--- config.mk ---
export PLATFORM = sky130hd
export DESIGN_NAME = rdy_poll_engine
export DESIGN_NICKNAME = d
export VERILOG_FILES = /design/src/rtl/rpe_pkg.sv /design/src/rtl/rpe_tick_timer.sv /design/src/rtl/rpe_backoff.sv /design/src/rtl/rdy_poll_engine.sv
export SDC_FILE = /design/constraint.sdc
export NUM_CORES = 1
export LEC_CHECK = 0
export BUFFER_PORTS_ARGS = -buffer_cell sky130_fd_sc_hd__buf_4
export CELL_PAD_IN_SITES_DETAIL_PLACEMENT = 1
export CELL_PAD_IN_SITES_GLOBAL_PLACEMENT = 1
export CORE_MARGIN = 4
export CORE_UTILIZATION = 43
export CTS_BUF_LIST = sky130_fd_sc_hd__clkbuf_8 sky130_fd_sc_hd__clkbuf_16
export DETAILED_ROUTE_END_ITERATION = 8
export PLACE_DENSITY = 0.81
export SETUP_SLACK_MARGIN = 0.05
export SYNTH_ARGS = -nofsm -noshare
export SYNTH_HDL_FRONTEND = slang
export SYNTH_SLANG_ARGS = --single-unit
export TNS_END_PERCENT = 50
--- constraint.sdc ---
create_clock -name clk -period 4.5 [get_ports clk]
set_input_delay 0.45 -clock clk [delete_from_list [all_inputs] [get_ports clk]]
set_output_delay 0.45 -clock clk [all_outputs]
set_load 0.05 [all_outputs]
--- src/rtl/rpe_pkg.sv ---
package rpe_pkg;
   typedef enum logic [1:0] {
      ST_IDLE    = 2'd0,
      ST_BUSY    = 2'd1,
      ST_READY   = 2'd2,
      ST_TIMEOUT = 2'd3
   } rpe_status_e;

   typedef enum logic [1:0] {
      PH_DELAY = 2'd0,
      PH_ISSUE = 2'd1,
      PH_WAIT  = 2'd2
   } rpe_phase_e;

   localparam logic [15:0] RETRY_TAG = 16'h0001;

   function automatic logic word_is_retry(input logic [31:0] d);
      return d[15:0] == RETRY_TAG;
   endfunction

   function automatic logic word_is_fail(input logic [31:0] d);
      return &d;
   endfunction
endpackage

--- src/rtl/rpe_tick_timer.sv ---
module rpe_tick_timer #(
   parameter int TW = 20
) (
   input  logic          clk,
   input  logic          rst_n,
   input  logic          load,
   input  logic [TW-1:0] load_val,
   input  logic          clr_elapsed,
   input  logic          run,
   input  logic          tick,
   output logic          expire,
   output logic [TW-1:0] elapsed
);
   logic [TW-1:0] remain_q;
   logic          step_en;

   assign step_en = run && tick;
   assign expire  = step_en && (remain_q == TW'(1));

   always_ff @(posedge clk or negedge rst_n) begin
      if (!rst_n) begin
         remain_q <= '0;
      end else if (load) begin
         remain_q <= load_val;
      end else if (step_en && remain_q != '0) begin
         remain_q <= remain_q - TW'(1);
      end
   end

   always_ff @(posedge clk or negedge rst_n) begin
      if (!rst_n) begin
         elapsed <= '0;
      end else if (clr_elapsed) begin
         elapsed <= '0;
      end else if (step_en && elapsed != '1) begin
         elapsed <= elapsed + TW'(1);
      end
   end
endmodule

--- src/rtl/rpe_backoff.sv ---
module rpe_backoff #(
   parameter int TW         = 20,
   parameter int FIRST_STEP = 1,
   parameter bit SATURATE   = 1'b1
) (
   input  logic          clk,
   input  logic          rst_n,
   input  logic          restart,
   input  logic          advance,
   input  logic [TW-1:0] elapsed,
   input  logic [TW-1:0] budget,
   output logic [TW-1:0] delay
);
   logic [TW-1:0] step_q;
   logic [TW-1:0] step_nx;
   logic [TW-1:0] left;

   generate
      if (SATURATE) begin : g_sat
         always_comb step_nx = step_q[TW-1] ? step_q : (step_q << 1);
      end else begin : g_wrap
         always_comb step_nx = (step_q << 1) | TW'(step_q[TW-1]);
      end
   endgenerate

   always_ff @(posedge clk or negedge rst_n) begin
      if (!rst_n) begin
         step_q <= TW'(FIRST_STEP);
      end else if (restart) begin
         step_q <= TW'(FIRST_STEP);
      end else if (advance) begin
         step_q <= step_nx;
      end
   end

   always_comb begin
      left  = (budget > elapsed) ? (budget - elapsed) : TW'(1);
      delay = (step_q < left) ? step_q : left;
   end
endmodule

--- src/rtl/rdy_poll_engine.sv ---
module rdy_poll_engine
   import rpe_pkg::*;
#(
   parameter int          TW             = 20,
   parameter int          AW             = 12,
   parameter int          INIT_TICKS     = 100,
   parameter int          DEFAULT_BUDGET = 60000,
   parameter int          FIRST_STEP     = 1,
   parameter logic [11:0] ID_OFFSET      = 12'h000
) (
   input  logic          clk,
   input  logic          rst_n,
   input  logic          start_i,
   input  logic [TW-1:0] timeout_i,
   input  logic          tick_i,
   output logic          req_valid_o,
   output logic [AW-1:0] req_addr_o,
   input  logic          req_ready_i,
   input  logic          rsp_valid_i,
   input  logic [31:0]   rsp_data_i,
   output logic [1:0]    status_o,
   output logic          absent_o,
   output logic [TW-1:0] elapsed_o,
   output logic          progress_o
);
   localparam logic [TW-1:0] INIT_W    = TW'(INIT_TICKS);
   localparam logic [TW-1:0] DEFAULT_W = TW'(DEFAULT_BUDGET);

   if (TW < 2) begin : g_bad_tw
      $error("TW too small");
   end
   if (INIT_TICKS < 1 || INIT_TICKS >= (2 ** TW) - 1) begin : g_bad_init
      $error("INIT_TICKS out of range");
   end
   if (DEFAULT_BUDGET < 1 || DEFAULT_BUDGET >= (2 ** TW)) begin : g_bad_def
      $error("DEFAULT_BUDGET out of range");
   end
   if (FIRST_STEP < 1) begin : g_bad_step
      $error("FIRST_STEP must be positive");
   end

   rpe_status_e   status_q;
   rpe_phase_e    phase_q;
   logic [TW-1:0] budget_q;
   logic          absent_q;
   logic          prog_q;

   logic          start_acc;
   logic          rsp_take;
   logic          rsp_good;
   logic          over_budget;
   logic          do_retry;
   logic          do_ready;
   logic          do_timeout;
   logic          timer_load;
   logic [TW-1:0] timer_val;
   logic          timer_run;
   logic          timer_exp;
   logic [TW-1:0] elapsed_w;
   logic [TW-1:0] delay_w;

   assign start_acc   = start_i && (status_q != ST_BUSY);
   assign rsp_take    = (status_q == ST_BUSY) && (phase_q == PH_WAIT) && rsp_valid_i;
   assign rsp_good    = !word_is_retry(rsp_data_i) && !word_is_fail(rsp_data_i);
   assign over_budget = elapsed_w >= budget_q;
   assign do_ready    = rsp_take && rsp_good;
   assign do_timeout  = rsp_take && !rsp_good && over_budget;
   assign do_retry    = rsp_take && !rsp_good && !over_budget;

   assign timer_load = start_acc || do_retry;
   assign timer_val  = start_acc ? INIT_W : delay_w;
   assign timer_run  = (status_q == ST_BUSY) && (phase_q == PH_DELAY);

   rpe_tick_timer #(.TW(TW)) u_timer (
      .clk        (clk),
      .rst_n      (rst_n),
      .load       (timer_load),
      .load_val   (timer_val),
      .clr_elapsed(start_acc),
      .run        (timer_run),
      .tick       (tick_i),
      .expire     (timer_exp),
      .elapsed    (elapsed_w)
   );

   rpe_backoff #(.TW(TW), .FIRST_STEP(FIRST_STEP), .SATURATE(1'b1)) u_backoff (
      .clk    (clk),
      .rst_n  (rst_n),
      .restart(start_acc),
      .advance(do_retry),
      .elapsed(elapsed_w),
      .budget (budget_q),
      .delay  (delay_w)
   );

   always_ff @(posedge clk or negedge rst_n) begin
      if (!rst_n) begin
         status_q <= ST_IDLE;
         phase_q  <= PH_DELAY;
         budget_q <= '0;
         absent_q <= 1'b0;
         prog_q   <= 1'b0;
      end else begin
         prog_q <= do_retry;
         if (start_acc) begin
            status_q <= ST_BUSY;
            phase_q  <= PH_DELAY;
            absent_q <= 1'b0;
            budget_q <= (timeout_i == '0) ? DEFAULT_W : timeout_i;
         end else if (status_q == ST_BUSY) begin
            unique case (phase_q)
               PH_DELAY: if (timer_exp) phase_q <= PH_ISSUE;
               PH_ISSUE: if (req_ready_i) phase_q <= PH_WAIT;
               PH_WAIT: begin
                  if (do_ready) begin
                     status_q <= ST_READY;
                  end else if (do_timeout) begin
                     status_q <= ST_TIMEOUT;
                     absent_q <= word_is_fail(rsp_data_i);
                  end else if (do_retry) begin
                     phase_q <= PH_DELAY;
                  end
               end
               default: phase_q <= PH_DELAY;
            endcase
         end
      end
   end

   assign req_valid_o = (status_q == ST_BUSY) && (phase_q == PH_ISSUE);
   assign req_addr_o  = AW'(ID_OFFSET);
   assign status_o    = status_q;
   assign absent_o    = absent_q;
   assign elapsed_o   = elapsed_w;
   assign progress_o  = prog_q;
endmodule

==> out/metrics.cfg, run 1 <==
[final_layout]
drive_gt1_share_pct = 24.9
syn2layout_area_growth_pct = 29.9
fin_nets = 952
finalInstanceArea_mm2 = 0.00779
n_antenna_cell = 0

[yosys]
yosysTopAreaCellShare_pct = 35.5
syn_inst = 717
synthArstFlopShare_pct = 100
synth_ff_type = dfrtp_1
synth-seq-area-share_pct = 35.9
synthTopCellsByArea = dfrtp_1 (35%), ha_1 (8.8%), nand2_1 (8.3%), xnor2_1 (5.0%), nor2_1 (3.5%)
syn_area_per_cell_um2 = 8.37
yosysTopAreaCell = dfrtp_1
yosysMostFrequentCell = nand2_1
yosysWarnings = 0
yosysUniqueCellTypes = 59
synthTopCellsByCount = nand2_1 (133), dfrtp_1 (85), nor2_1 (56)
synthesis.area_mm2 = 0.00600
ys_ff_latch = 86
synth_edf_count = 0

[critical_path]
crit_chain = inv_1, ha_1, a211oi_2, nor2_1, o31a_1, a221oi_2, a21oi_2, buf_4, nand3_2, ha_4, buf_4, o21ai_1, a2111oi_4, nand4_1, a21oi_4, buf_12, nor3_4, buf_4, or2_2, a31oi_1
crit_type = reg2reg
endpoint_kind = flop
path_common_cell = buf_4
crit_required_ps = 4780
start_kind = flop
cp_slowest_cell = a221oi_2
critPathMaxStageDelay_ps = 430
r2r_slack_ps = 170
cp_max_fo = 10
cp.arrival_ps = 4610
r2r_start = u_timer.elapsed[7]$_DFFE_PN0P_
r2r_end = u_timer.remain_q[15]$_DFFE_PN0P_
r2r_cells = 20

[worst_hold_path]
min_path_cells = 3
hold_class = in2reg
hp-start = timeout_i[16]
min_to = budget_q[16]$_DFFE_PN0P_

[drt]
detail_route.iter0.violations = 357
drc = 0
vias_per_cell = 5.69
dr_total_vias = 5863
drtAntennaViolNets = 0
drt_wl_total_mm = 20.7
routedWlPerCell_um = 20.0
dr.pass1.iters = 4

[place]
hpwl_mm = 14.5
gp_congestion = 0.948
pre_cts_ws_ps = -465
placed_cell_area_mm2 = 0.00708
port_buffers = 82

[sta]
period_minus_slack_ps = 4330
fin_tns_setup_ps = 0
hold_viol = 0
max_freq_ghz = 0.231
setup_violations = 0
layout_setup_ws_ps = 169
fin_worst_skew_ps = 9.18
slew_violations = 0
finalCritPeriodShare_pct = 96.2
worstMarginPinSlew_ps = 1130
maxSlewHeadroom_pct = 24.7

[power_and_ir_drop]
power_density_mw_per_mm2 = 641
p_leak_nw = 3.55
ir_drop_uv = 316

[floorplan]
start_util_pct = 44.6
core_area_mm2 = 0.0135
ios = 95
die_h_um = 126
die_w_um = 126
dieArea_mm2 = 0.0159
num_rows = 42

[clocking]
cts_root_buf = clkbuf_16
clockBufferDepth = 2
cts_tree = done
cts-hold-fix-buffers = 0
cts_sinks = 86
numCtsBuffers = 9
clock_latency_ps = 360
htree_levels = 3
path_clk_slew_ps = 70

[global_routing]
grt_max_degree = 87
grt_overflow_total = 0
antenna_found_initial = 0
grt_pass1_vias = 6383
grt_pass1_wl_mm = 32.6
grt_usage_pct = 25.3

[run]
cap_violations = 0

[run_status]
status = complete, no violations

## layout by cell type (no fill, tap or decap), types with 9 or more instances in the layout
cell type  instances
buf_4            143
nand2_1          129
dfrtp_1           85
nor2_1            54
inv_1             45
ha_1              36
xnor2_1           34
a21oi_1           31
o21ai_0           24
nand3_1           24
nand4_1           21
xor2_1            17
nor4_1            16
o31ai_1           15
conb_1            12
nor3_1            11
clkbuf_16          9
## worst max-delay path: cells and delay by family (launching register included)
kind | cells | cell delay [ps]
compound gates | 8 | 2010
fa+ha+maj | 2 | 490
buf+inv | 5 | 670
flops | 1 | 350
simple gates | 5 | 730
## kinds of logic after synthesis
logic type	synth area share, %
AOI/OAI and AO/OA	15.9
xor gates and xnor gates	7.45
adders and majority gates	9.09
buffers and inverters	6.03
DFF	35.9
muxes	2.29
other	0.0625
and+or+nand+nor	23.2
## report_power, final
group	switching [mW]	leakage [nW]	total, mW	internal, mW
clock	0.330	0.152	0.813	0.483
combinational	1.81	2.27	3.14	1.34
sequential	0.126	1.13	1.04	0.913
total	2.26	3.55	4.99	2.73
## sequential cells by signal (all words and copies together), names as in the netlist
name	count
u_timer.elapsed	20
u_backoff.step_q	20
status_o	2
u_timer.remain_q	20
phase_q	2
budget_q	20
absent_o	1
progress_o	1
## metal layers
metal | vias up | GRT usage [%] | part of all wire, %
li1 | 2775 | - | -
met1 | 2923 | 30.2 | 41
met2 | 129 | 44.9 | 52
met3 | 36 | 4.49 | 3.7
met4 | 0 | 10.6 | 2.8
met5 | - | 0 | 0
## through the flow
stage	std cells	power, mW	util (%)	hold WS [ps]
global route	1031	5.36	57.9	297
floorplan	728	2.68	-	154
detailed placement	1001	3.73	52.6	476
global placement	1001	3.61	52.6	466
CTS	1023	4.70	55.9	286
finish	1031	4.99	57.9	292
## how the worst max path moves through the flow
stage	slack [ps]	to	start	cells after the start
5_1_grt	-70	u_timer.remain_q[15]$_DFFE_PN0P_	u_timer.elapsed[7]$_DFFE_PN0P_	20
6_report	170	u_timer.remain_q[15]$_DFFE_PN0P_	u_timer.elapsed[7]$_DFFE_PN0P_	20
2_1_floorplan	60	u_timer.remain_q[11]$_DFFE_PN0P_	u_timer.elapsed[7]$_DFFE_PN0P_	19
4_1_cts	50	u_timer.remain_q[4]$_DFFE_PN0P_	budget_q[0]$_DFFE_PN0P_	21
3_5_place_dp	-470	u_timer.remain_q[17]$_DFFE_PN0P_	budget_q[0]$_DFFE_PN0P_	18
3_3_place_gp	-210	u_timer.remain_q[17]$_DFFE_PN0P_	budget_q[0]$_DFFE_PN0P_	18
## final cells by class
| cell class | instances | area (µm²) |
|---|---|---|
| clock buffer | 9 | 225 |
| clock inverter | 6 | 86.3 |
| fill | 1587 | 5660 |
| inverter | 45 | 169 |
| multi-input combinational | 563 | 3810 |
| sequential | 86 | 2150 |
| tap | 176 | 220 |
| timing repair buffer | 146 | 1130 |
## what timing repair did
action,CTS,global route
setup endpoints to repair,20,20
pin swaps,4,17
gates cloned,1,0
buffers inserted,6,8
resized for setup,12,38
Power figures use the tool's default switching activity.
==> run 2, diff against run 1 <==
Settings changed: RECOVER_POWER set to 25.
Clock period 4.5 ns to 4.75 ns, I/O delays scaled along.
==> out/metrics.cfg, run 2 (synthesis results as in run 1) <==
[run_status]
status = finished, violations left  ; was complete, no violations
violations = max-capacitance violations, max-slew violations

[global_routing]
grt_usage_pct = 24.4  ; was 25.3%
grt_max_degree = 47  ; was 87
grt_overflow_total = 0  ; unchanged
grt_pass1_vias = 6037  ; was 6383
grt_pass1_wl_mm = 31.7  ; was 32.6 mm
antenna_found_initial = 0  ; unchanged

[drt]
routedWlPerCell_um = 19.4  ; was 20.0 µm
drt_wl_total_mm = 19.0  ; was 20.7 mm
dr.pass1.iters = 4  ; unchanged
drtAntennaViolNets = 0  ; unchanged
detail_route.iter0.violations = 267  ; was 357
drc = 0  ; unchanged
vias_per_cell = 5.71  ; was 5.69
dr_total_vias = 5574  ; was 5863

[worst_hold_path]
hp-start = timeout_i[2]  ; was timeout_i[16]
hold_class = in2reg  ; unchanged
min_path_cells = 3  ; unchanged
min_to = budget_q[2]$_DFFE_PN0P_  ; was budget_q[16]$_DFFE_PN0P_

[sta]
rsz0062_at_grt = no
finalCritPeriodShare_pct = 92.1  ; was 96.2%
hold_viol = 0  ; unchanged
fin_tns_setup_ps = 0  ; unchanged
setup_violations = 0  ; unchanged
worstMarginPinSlew_ps = 2360  ; was 1130 ps
maxSlewHeadroom_pct = -57.6  ; was 24.7%
period_minus_slack_ps = 4370  ; was 4330 ps
fin_worst_skew_ps = 7.50  ; was 9.18 ps
max_freq_ghz = 0.229  ; was 0.231 GHz
slew_violations = 42  ; was 0

[floorplan]
die_w_um = 126  ; unchanged
num_rows = 42  ; unchanged
start_util_pct = 44.6  ; unchanged
dieArea_mm2 = 0.0159  ; unchanged
die_h_um = 126  ; unchanged
core_area_mm2 = 0.0135  ; unchanged
ios = 95  ; unchanged

[clocking]
cts_tree = done  ; unchanged
cts_sinks = 86  ; unchanged
clockBufferDepth = 2  ; unchanged
htree_levels = 3  ; unchanged
cts_root_buf = clkbuf_16  ; unchanged
numCtsBuffers = 9  ; unchanged
path_clk_slew_ps = 70  ; about the same
clock_latency_ps = 350  ; was 360 ps
post_cts_buffers = 0  ; was 6

[critical_path]
crit_chain = inv_1, ha_2, nand4_1, nor3_4, and2_1, a221oi_2, a21oi_1, buf_4, nand3_1, ha_1, a2111oi_1, a2111oi_2, nand4_1, a21oi_1, nor3_4, buf_12, mux2_2, o22ai_1  ; was inv_1, ha_1, a211oi_2, nor2_1, o31a_1, a221oi_2, a21oi_2, buf_4, nand3_2, ha_4, buf_4, o21ai_1, a2111oi_4, nand4_1, a21oi_4, buf_12, nor3_4, buf_4, or2_2, a31oi_1
critPathBufInv = 3  ; was 5
critPathMaxStageDelay_ps = 500  ; was 430 ps
cp_max_fo = 28  ; was 10
cp_slowest_cell = a2111oi_1  ; was a221oi_2
crit_type = reg2reg  ; unchanged
endpoint_kind = flop  ; unchanged
r2r_cells = 18  ; was 20
r2r_start = u_timer.elapsed[16]$_DFFE_PN0P_  ; was u_timer.elapsed[7]$_DFFE_PN0P_
r2r_end = u_timer.remain_q[18]$_DFFE_PN0P_  ; was u_timer.remain_q[15]$_DFFE_PN0P_
crit_required_ps = 5010  ; was 4780 ps
r2r_slack_ps = 380  ; was 170 ps
cp.arrival_ps = 4630  ; was 4610 ps
crit_family = simple AND/OR/NAND/NOR gates  ; was compound AO/OA/AOI/OAI gates
start_kind = flop  ; unchanged

[power_and_ir_drop]
power_density_mw_per_mm2 = 559  ; was 641 mW/mm²
p_leak_nw = 3.23  ; was 3.55 nW
ir_drop_uv = 236  ; was 316 µV

[final_layout]
fin_cells = 976  ; was 1031
fin_nets = 896  ; was 952
drive_gt1_share_pct = 16.0  ; was 24.9%
final_common_cell = nand2_1  ; was buf_4
utilization_pct = 52.7  ; was 57.9%
fillCellCount = 1607  ; was 1587
final_cell_mix = nand2_1 (133), buf_4 (88), dfrtp_1 (85)  ; was buf_4 (143), nand2_1 (129), dfrtp_1 (85)
n_antenna_cell = 0  ; unchanged
syn2layout_area_growth_pct = 18.2  ; was 29.9%

[place]
placed_cells = 960  ; was 1001
gp_congestion = 0.888  ; was 0.948
hpwl_mm = 14.7  ; was 14.5 mm
port_buffers = 82  ; unchanged

[run]
cap_violations = 1  ; was 0

## run 2: cell types whose count changed in the layout (fill, tap and decap cells not counted), moves of 3 or more
cell | before | now
buf_4 | 143 | 88
o21ai_1 | 6 | 3
a211oi_2 | 4 | 0
a21oi_1 | 31 | 37
ha_4 | 6 | 0
nand2_2 | 4 | 0
ha_1 | 36 | 40
a211oi_1 | 0 | 4
nand2_1 | 129 | 133
o21ai_0 | 24 | 27
a21oi_2 | 5 | 1
## run 2: how the worst max path moves through the flow
stage,from,to,depth (start not counted)
global placement,u_timer.elapsed[16]$_DFFE_PN0P_,u_timer.remain_q[15]$_DFFE_PN0P_,18
detailed placement,u_timer.elapsed[16]$_DFFE_PN0P_,u_timer.remain_q[15]$_DFFE_PN0P_,18
finish,u_timer.elapsed[16]$_DFFE_PN0P_,u_timer.remain_q[18]$_DFFE_PN0P_,18
CTS,u_timer.elapsed[16]$_DFFE_PN0P_,u_timer.remain_q[15]$_DFFE_PN0P_,18
floorplan,u_timer.elapsed[16]$_DFFE_PN0P_,u_timer.remain_q[11]$_DFFE_PN0P_,19
global route,u_timer.elapsed[16]$_DFFE_PN0P_,u_timer.remain_q[18]$_DFFE_PN0P_,19
## run 2: area by class of cell
| class | count | area (µm²) | share of cell area (%) |
|---|---|---|---|
| multi-input cells | 562 | 3570 | 50.3 |
| flip-flops and latches | 86 | 2150 | 30.4 |
| repair buffers | 91 | 689 | 9.72 |
| clock buffers | 11 | 253 | 3.56 |
| well taps | 176 | 220 | 3.11 |
| inverters | 45 | 169 | 2.38 |
| clock inverters | 5 | 38.8 | 0.547 |
## run 2: tightest hold or removal path, stage by stage
cell and delay, ps:
buf_4 80, nand2_1 40, nand2_1 40
## run 2: where the power goes
part / switching [mW] / total, mW / internal, mW
sequential: 0.123 / 0.988 / 0.865
combinational: 1.42 / 2.27 / 0.856
clock: 0.317 / 0.705 / 0.388
## run 2: routing by layer
layer | track usage [%] | vias to the layer above | wire (µm)
li1 | - | 2661 | -
met1 | 30.8 | 2795 | 8240
met2 | 43.1 | 90 | 9780
met3 | 3.51 | 28 | 608
met4 | 7.57 | 0 | 324
met5 | 0 | - | 0
## run 2: stage by stage
stage | setup slack [ps] | hold slack (ps) | total power [mW] | instance area, µm²
finish | 378 | 320 | 3.97 | 7090
global route | 60.9 | 328 | 4.29 | 7090
CTS | 202 | 123 | 3.93 | 7070
detailed placement | 262 | 479 | 3.19 | 6780
global placement | 380 | 476 | 3.09 | 6780
floorplan | 232 | 179 | 2.54 | 6040
## run 2: repair_timing
| item | CTS | global route |
|---|---|---|
| hold buffers | 0 | 0 |
| endpoints found under the setup margin | 0 | 20 |
| gates resized for setup | 0 | 8 |
| endpoints found under the hold margin | 0 | 0 |
==> run 3, diff against run 2 <==
Clock period 4.75 ns to 4.9 ns, I/O delays scaled along.
==> out/metrics.cfg, run 3 (synthesis results as in run 1) <==
[drt]
drc = 0  ; unchanged
drtAntennaViolNets = 0  ; unchanged
dr_total_vias = 5590  ; was 5574
routedWlPerCell_um = 19.9  ; was 19.4 µm
dr.pass1.iters = 5  ; was 4
drt_wl_total_mm = 19.4  ; was 19.0 mm
detail_route.iter0.violations = 233  ; was 267
vias_per_cell = 5.74  ; was 5.71

[clocking]
clock_latency_ps = 360  ; was 350 ps
path_clk_slew_ps = 60  ; was 70 ps
cts_root_buf = clkbuf_16  ; unchanged
numCtsBuffers = 9  ; unchanged
cts_sinks = 86  ; unchanged
clockBufferDepth = 2  ; unchanged
htree_levels = 3  ; unchanged
cts_tree = done  ; unchanged

[floorplan]
num_rows = 42  ; unchanged
dieArea_mm2 = 0.0159  ; unchanged
start_util_pct = 44.6  ; unchanged
die_h_um = 126  ; unchanged
ios = 95  ; unchanged
core_area_mm2 = 0.0135  ; unchanged
die_w_um = 126  ; unchanged

[sta]
timing.hold.ws_ps = 340  ; was 320 ps
slew_violations = 87  ; was 42
rsz0062_at_grt = no  ; unchanged
fin_tns_setup_ps = 0  ; unchanged
setup_violations = 0  ; unchanged
max_freq_ghz = 0.220  ; was 0.229 GHz
finalCritPeriodShare_pct = 92.7  ; was 92.1%
fin_worst_skew_ps = 4.70  ; was 7.50 ps
worstMarginPinSlew_ps = 2230  ; was 2360 ps
layout_setup_ws_ps = 358  ; was 378 ps
hold_viol = 0  ; unchanged
maxSlewHeadroom_pct = -48.7  ; was -57.6%
period_minus_slack_ps = 4540  ; was 4370 ps

[final_layout]
final_cell_mix = nand2_1 (133), buf_4 (86), dfrtp_1 (85)  ; was nand2_1 (133), buf_4 (88), dfrtp_1 (85)
n_antenna_cell = 0  ; unchanged
fin_cells = 974  ; was 976
final_common_cell = nand2_1  ; unchanged
finalInstanceArea_mm2 = 0.00715  ; was 0.00709 mm²
fillCellCount = 1655  ; was 1607
utilization_pct = 53.1  ; was 52.7%
drive_gt1_share_pct = 15.8  ; was 16.0%
syn2layout_area_growth_pct = 19.2  ; was 18.2%
fin_nets = 894  ; was 896

[global_routing]
grt_usage_pct = 24.4  ; about the same
antenna_found_initial = 0  ; unchanged
grt_pass1_wl_mm = 31.3  ; was 31.7 mm
grt_max_degree = 87  ; was 47
grt_overflow_total = 0  ; unchanged
grt_pass1_vias = 6075  ; was 6037

[run_status]
status = finished, violations left  ; unchanged
violations = max-capacitance violations, max-slew violations  ; unchanged

[critical_path]
critical_path_depth = 18  ; unchanged
path_common_cell = a21oi_1
crit_chain = inv_1, ha_1, nand4_1, nor3_4, and2_1, a221oi_4, a21oi_1, buf_4, nand3_1, ha_1, o21ai_0, a2111oi_0, nand4_1, a21oi_1, nor3_4, clkbuf_16, a21oi_1, a21oi_1  ; was inv_1, ha_2, nand4_1, nor3_4, and2_1, a221oi_2, a21oi_1, buf_4, nand3_1, ha_1, a2111oi_1, a2111oi_2, nand4_1, a21oi_1, nor3_4, buf_12, mux2_2, o22ai_1
cp.arrival_ps = 4760  ; was 4630 ps
critPathMaxStageDelay_ps = 580  ; was 500 ps
cp_slowest_cell = a2111oi_0  ; was a2111oi_1
r2r_cells = 18  ; unchanged
start_kind = flop  ; unchanged
r2r_start = u_timer.elapsed[18]$_DFFE_PN0P_  ; was u_timer.elapsed[16]$_DFFE_PN0P_
cp-startpoint = u_timer.elapsed[18]$_DFFE_PN0P_  ; was u_timer.elapsed[16]$_DFFE_PN0P_
critPathBufInv = 3  ; unchanged
crit_family = compound AO/OA/AOI/OAI gates  ; was simple AND/OR/NAND/NOR gates
crit_type = reg2reg  ; unchanged
endpoint_kind = flop  ; unchanged
cp_max_fo = 19  ; was 28
crit_required_ps = 5120  ; was 5010 ps

[place]
pre_cts_ws_ps = 208  ; was 262 ps
placed_cell_area_mm2 = 0.00674  ; was 0.00678 mm²
gp_congestion = 0.910  ; was 0.888
placed_cells = 956  ; was 960
hpwl_mm = 14.4  ; was 14.7 mm
port_buffers = 82  ; unchanged

[worst_hold_path]
min_path_cells = 3  ; unchanged
hp-start = timeout_i[10]  ; was timeout_i[2]
hold_class = in2reg  ; unchanged

[power_and_ir_drop]
p_leak_nw = 3.25  ; was 3.23 nW
power_density_mw_per_mm2 = 552  ; was 559 mW/mm²
ir_drop_uv = 262  ; was 236 µV
power.total_mw = 3.95  ; was 3.97 mW

[run]
cap_violations = 1  ; unchanged

-- run 3: what timing repair did --
item / CTS / global route
endpoints found under the setup margin: 0 / 20
setup buffers: 0 / 1
resized for setup: 0 / 11
hold buffers: 0 / 0
-- run 3: report_power, final --
part	switching [mW]	total (mW)	leakage, nW	internal [mW]
sequential	0.118	0.957	1.13	0.839
clock	0.309	0.784	0.162	0.475
combinational	1.39	2.21	1.96	0.817
total	1.82	3.95	3.25	2.13
-- run 3: worst paths after layout --
kind,slack (ps),to
worst min-delay path,340,budget_q[10]$_DFFE_PN0P_
max in group asynchronous,2810,phase_q[0]$_DFFE_PN0P_
worst max register to register,360,u_timer.remain_q[2]$_DFFE_PN0P_
worst max-delay path,360,u_timer.remain_q[2]$_DFFE_PN0P_
worst min register to register,500,budget_q[12]$_DFFE_PN0P_
min in group asynchronous,790,u_backoff.step_q[2]$_DFFE_PN0P_
-- run 3: worst register-to-register path, stage by stage (launching register included) --
cell	delay (ps)
dfrtp_1	400
inv_1	100
ha_1	390
nand4_1	190
nor3_4	340
and2_1	230
a221oi_4	80
a21oi_1	140
buf_4	240
nand3_1	160
ha_1	350
o21ai_0	80
a2111oi_0	580
nand4_1	170
a21oi_1	270
nor3_4	100
clkbuf_16	180
a21oi_1	280
a21oi_1	110
-- run 3: routing by layer --
| metal | up-vias | wire, µm | track usage, % | share of wire, % |
|---|---|---|---|---|
| met3 | 38 | 923 | 5.93 | 4.8 |
| met4 | 0 | 533 | 8.26 | 2.7 |
| li1 | 2647 | - | - | - |
| met1 | 2765 | 8190 | 29.4 | 42 |
| met5 | - | 0 | 0 | 0 |
| met2 | 140 | 9750 | 42.7 | 50 |
-- run 3: area by class of cell --
type	count	area [µm²]	share of cell area [%]
multi-input cells	562	3580	50.0
flip-flops and latches	86	2150	30.1
repair buffers	89	696	9.73
clock buffers	11	253	3.54
well taps	176	220	3.08
inverters	45	169	2.36
clock inverters	5	81.3	1.14
